<file path="src/rtl/rri_pkg.sv">
package rri_pkg;
  typedef enum logic {
    SEL_COUNTER = 1'b0,
    SEL_FLOOR   = 1'b1
  } cfg_sel_e;
endpackage

</file>
<file path="src/rtl/rri_floor_reg.sv">
module rri_floor_reg #(
  parameter int IDX_W = 6
) (
  input  logic             clk,
  input  logic             rst_n,
  input  logic             wr_en,
  input  logic [IDX_W-1:0] wr_val,
  output logic [IDX_W-1:0] floor_q,
  output logic             reload
);
  always_ff @(posedge clk) begin
    if (!rst_n) floor_q <= '0;
    else if (wr_en) floor_q <= wr_val;
  end

  // Any floor write restarts the counter, whatever value is written.
  assign reload = wr_en;
endmodule

</file>
<file path="src/rtl/rri_down_counter.sv">
module rri_down_counter #(
  parameter int ENTRIES = 48,
  parameter int IDX_W   = $clog2(ENTRIES)
) (
  input  logic             clk,
  input  logic             rst_n,
  input  logic             reload,
  input  logic [IDX_W-1:0] floor_q,
  output logic [IDX_W-1:0] cnt_q
);
  localparam logic [IDX_W-1:0] TOP = IDX_W'(ENTRIES - 1);

  logic [IDX_W-1:0] cnt_d;
  logic             at_floor;

  // "At or below" also covers floors above the top slot: the counter holds.
  assign at_floor = (cnt_q <= floor_q);

  always_comb begin
    if (reload || at_floor) cnt_d = TOP;
    else                    cnt_d = cnt_q - IDX_W'(1);
  end

  always_ff @(posedge clk) begin
    if (!rst_n) cnt_q <= TOP;
    else        cnt_q <= cnt_d;
  end
endmodule

</file>
<file path="src/rtl/rri_read_mux.sv">
module rri_read_mux #(
  parameter int IDX_W  = 6,
  parameter int DATA_W = 32
) (
  input  rri_pkg::cfg_sel_e sel,
  input  logic [IDX_W-1:0]  cnt_q,
  input  logic [IDX_W-1:0]  floor_q,
  output logic [DATA_W-1:0] rdata
);
  always_comb begin
    rdata = '0;
    unique case (sel)
      rri_pkg::SEL_COUNTER: rdata[IDX_W-1:0] = cnt_q;
      rri_pkg::SEL_FLOOR:   rdata[IDX_W-1:0] = floor_q;
      default:              rdata = '0;
    endcase
  end
endmodule

</file>
<file path="src/rtl/rnd_repl_index.sv">
module rnd_repl_index #(
  parameter int ENTRIES = 48,
  parameter int DATA_W  = 32
) (
  input  logic              clk,
  input  logic              rst_n,
  input  logic              cfg_wr,
  input  logic              cfg_sel,
  input  logic [DATA_W-1:0] cfg_wdata,
  output logic [DATA_W-1:0] cfg_rdata,
  output logic [$clog2(ENTRIES)-1:0] repl_idx
);
  localparam int IDX_W = $clog2(ENTRIES);

  rri_pkg::cfg_sel_e sel_e;
  logic              floor_wr;
  logic              reload;
  logic [IDX_W-1:0]  floor_q;
  logic [IDX_W-1:0]  cnt_q;
  logic              unused_wdata_hi;

  assign sel_e           = rri_pkg::cfg_sel_e'(cfg_sel);
  assign floor_wr        = cfg_wr && (sel_e == rri_pkg::SEL_FLOOR);
  assign unused_wdata_hi = ^cfg_wdata[DATA_W-1:IDX_W];

  rri_floor_reg #(.IDX_W(IDX_W)) u_floor (
    .clk     (clk),
    .rst_n   (rst_n),
    .wr_en   (floor_wr),
    .wr_val  (cfg_wdata[IDX_W-1:0]),
    .floor_q (floor_q),
    .reload  (reload)
  );

  rri_down_counter #(.ENTRIES(ENTRIES), .IDX_W(IDX_W)) u_cnt (
    .clk     (clk),
    .rst_n   (rst_n),
    .reload  (reload),
    .floor_q (floor_q),
    .cnt_q   (cnt_q)
  );

  rri_read_mux #(.IDX_W(IDX_W), .DATA_W(DATA_W)) u_rd (
    .sel     (sel_e),
    .cnt_q   (cnt_q),
    .floor_q (floor_q),
    .rdata   (cfg_rdata)
  );

  assign repl_idx = cnt_q;
endmodule

</file>
<file path="config.mk">
export PLATFORM = sky130hd
export DESIGN_NAME = rnd_repl_index
export DESIGN_NICKNAME = d
export VERILOG_FILES = /design/src/rtl/rri_pkg.sv /design/src/rtl/rri_floor_reg.sv /design/src/rtl/rri_down_counter.sv /design/src/rtl/rri_read_mux.sv /design/src/rtl/rnd_repl_index.sv
export SDC_FILE = /design/constraint.sdc
export NUM_CORES = 1
export LEC_CHECK = 0
export BUFFER_PORTS_ARGS = -buffer_cell sky130_fd_sc_hd__buf_4
export CORE_MARGIN = 3
export CORE_UTILIZATION = 41
export DETAILED_ROUTE_END_ITERATION = 8
export PLACE_DENSITY = 0.8
export SYNTH_ARGS = -nofsm -noshare
export SYNTH_HDL_FRONTEND = slang
export SYNTH_SLANG_ARGS = --single-unit
</file>
<file path="constraint.sdc">
create_clock -name clk -period 2.7 [get_ports clk]
set_input_delay 0.405 -clock clk [delete_from_list [all_inputs] [get_ports clk]]
set_output_delay 0.405 -clock clk [all_outputs]
set_load 0.005 [all_outputs]
</file>
==> metrics.cfg <==
[global_route]
grt_pass1_vias = 559
track_usage = 0.115
antenna_found_initial = 0
grt_start_max_net_pins = 16
grt_pass1_wl_mm = 2.35
overflow = 0

[critical_path]
cp-end-kind = flip-flop
startpoint_type = flip-flop
cp_data_arrival_time_ns = 1.69
path_class = reg -> reg
path_max_fanout = 6
critPathRequiredTime_ns = 2.87
rr_worst_depth = 5

[clock_network]
clk_path_buf_depth = 2
cts_max_level = 1
cts_sinks = 12
postCtsSetupRepairBufs = 0
clkTransAtPathRegs_ns = 0.07
cts_tree = done
cts-root-buf = clkbuf_4
ctsResizeCount = 0
clock_latency_ns = 0.27
hold_buffers = 0
cts_buffers = 3

[sta]
setup_tns_ns = 0
finClkSkew_ns = 0.00426
rsz0062_at_grt = false
finalSetupViolations = 0
slew_viol_final = 0
hold_viol_final = 0
period_share = 0.560
min_period_ns = 1.51
clock.fmax_mhz = 661

[logic_synthesis]
synth_cell_types = 25
syn_avg_cell_area_um2 = 8.57
syn-instance-count = 105
yosysTopAreaCell = dfxtp_1
yosysSeqAreaShare = 0.267
synth_top_area_frac = 0.267
netlist_area_um2 = 900
synth.area.top_cells = dfxtp_1 27%, buf_4 22%, ha_1 9.7%, nand2_1 6.3%, a21boi_0 5.0%
ys_seq_elements = 12
ys_warn_count = 0

[floorplanning]
fp.dieH_um = 52.8
die_x_um = 52.8
start_util = 0.445
core-area_mm2 = 0.00202
die-area_mm2 = 0.00279
num_io_pins = 74
rows = 16

[pwr]
power.total_mw = 0.375
power_density_mw_per_mm2 = 374
leakage_nw = 0.461
ir_drop_uv = 224

[final_layout]
layout_common_cells = 26 x conb_1, 21 x buf_4, 15 x nand2_1, 12 x dfxtp_1
final_cell_count_no_fill = 153
fillers = 212
final_area_mm2 = 0.00100
drive_above_1_share = 0.254
register_area_um2 = 240
final_util = 0.496
multi_input_area_um2 = 522
layout.nets = 171
area_delta_synth_final_pct = 11.4
n_antenna_cell = 0
mostFrequentLayoutCell = conb_1

[placed_design]
gp_congestion = 0.722
dp.cells = 150
postPlaceCellArea_um2 = 980
dp_hpwl_mm = 1.25
portBuffers = 21

[routing]
vias = 671
wirelength_mm = 1.49
drt_pass1_iterations = 4
drt-vias-per-instance = 4.39
ant_nets = 0
drcViolationCount = 0
wire_per_inst_um = 9.72
initialDrtViolationCount = 5

[run]
maxCapViolCount = 0

[outcome]
outcome = finished, final reports clean

[min_path]
hp-class = in -> reg
hold_depth = 3

report_power, final:
| group | leakage, nW | total [mW] | internal (mW) | switching [mW] |
|---|---|---|---|---|
| registers | 0.0980 | 0.190 | 0.184 | 0.00586 |
| logic | 0.349 | 0.0756 | 0.0370 | 0.0386 |
| clock network | 0.0138 | 0.110 | 0.0516 | 0.0581 |
| total | 0.461 | 0.375 | 0.272 | 0.103 |
cell families (layout without fill, tap and decap cells):
| kind of cell | Yosys count | in the layout | synth area share |
|---|---|---|---|
| buffers and inverters | 35 | 31 | 0.257 |
| AOI/OAI and AO/OA | 13 | 13 | 0.115 |
| xor gates and xnor gates | 4 | 4 | 0.0390 |
| and+or+nand+nor | 29 | 29 | 0.170 |
| DFF | 12 | 12 | 0.267 |
| adders and majority gates | 7 | 7 | 0.0974 |
| other | 1 | 26 | 0.00417 |
| muxes | 4 | 4 | 0.0501 |
layer usage:
| metal | share of wire | routed length, um | GRT usage | vias to the layer above |
|---|---|---|---|---|
| met3 | 0.077 | 114 | 0.0171 | 4 |
| met2 | 0.50 | 746 | 0.190 | 28 |
| met1 | 0.40 | 590 | 0.137 | 302 |
| met5 | 0 | 0 | 0 | - |
| li1 | - | - | - | 337 |
| met4 | 0.024 | 36 | 0.0766 | 0 |
through the flow:
| stage | hold WS (ns) | worst slack (ns) |
|---|---|---|
| finish | 0.399 | 1.19 |
| global route | 0.397 | 1.06 |
| CTS | 0.395 | 1.18 |
| detailed placement | 0.406 | 1.20 |
| global placement | 0.401 | 1.22 |
| floorplan | 0.399 | 1.30 |
sequential cells by signal, indices dropped and copies added, names as in the netlist:
name and cells:
u_floor.floor_q 6, u_cnt.cnt_q 6
cells in the mapped netlist:
cell type   n
buf_4      26
nand2_1    15
dfxtp_1    12
ha_1        7
inv_1       7
nand3_1     7
a21boi_0    6
mux2_2      4
xnor2_1     3
buf_2       2
o21ai_0     2
a21o_1      1
a21oi_1     1
a31oi_4     1
and2_1      1
conb_1      1
nand2_4     1
nand4_1     1
nor2_1      1
nor2b_1     1
nor3_4      1
o211ai_1    1
o21bai_1    1
or3_4       1
xor2_1      1
worst paths after layout:
path	slack, ns	end	startpoint
setup / recovery	1.19	u_cnt.cnt_q[4]$_SDFF_PP0_	u_cnt.cnt_q[3]$_SDFF_PP1_
hold / removal	0.40	u_floor.floor_q[5]$_SDFFE_PN0P_	cfg_wdata[5]
setup reg to reg	1.19	u_cnt.cnt_q[4]$_SDFF_PP0_	u_cnt.cnt_q[3]$_SDFF_PP1_
hold reg to reg	0.42	u_cnt.cnt_q[0]$_SDFF_PP1_	u_cnt.cnt_q[0]$_SDFF_PP1_
final cells by class:
class	count	area share
well taps	27	0.0337
flip-flops and latches	12	0.240
multi-input cells	83	0.521
repair buffers	21	0.157
clock buffers	3	0.0225
inverters	7	0.0262
worst max-delay path, cell delays in order, from the launching register on:
cell     delay, ns
dfxtp_1       0.50
ha_1          0.30
a21o_1        0.18
nand3_1       0.12
a31oi_4       0.13
and2_1        0.18
No activity file was read; power rests on OpenSTA's default activity.
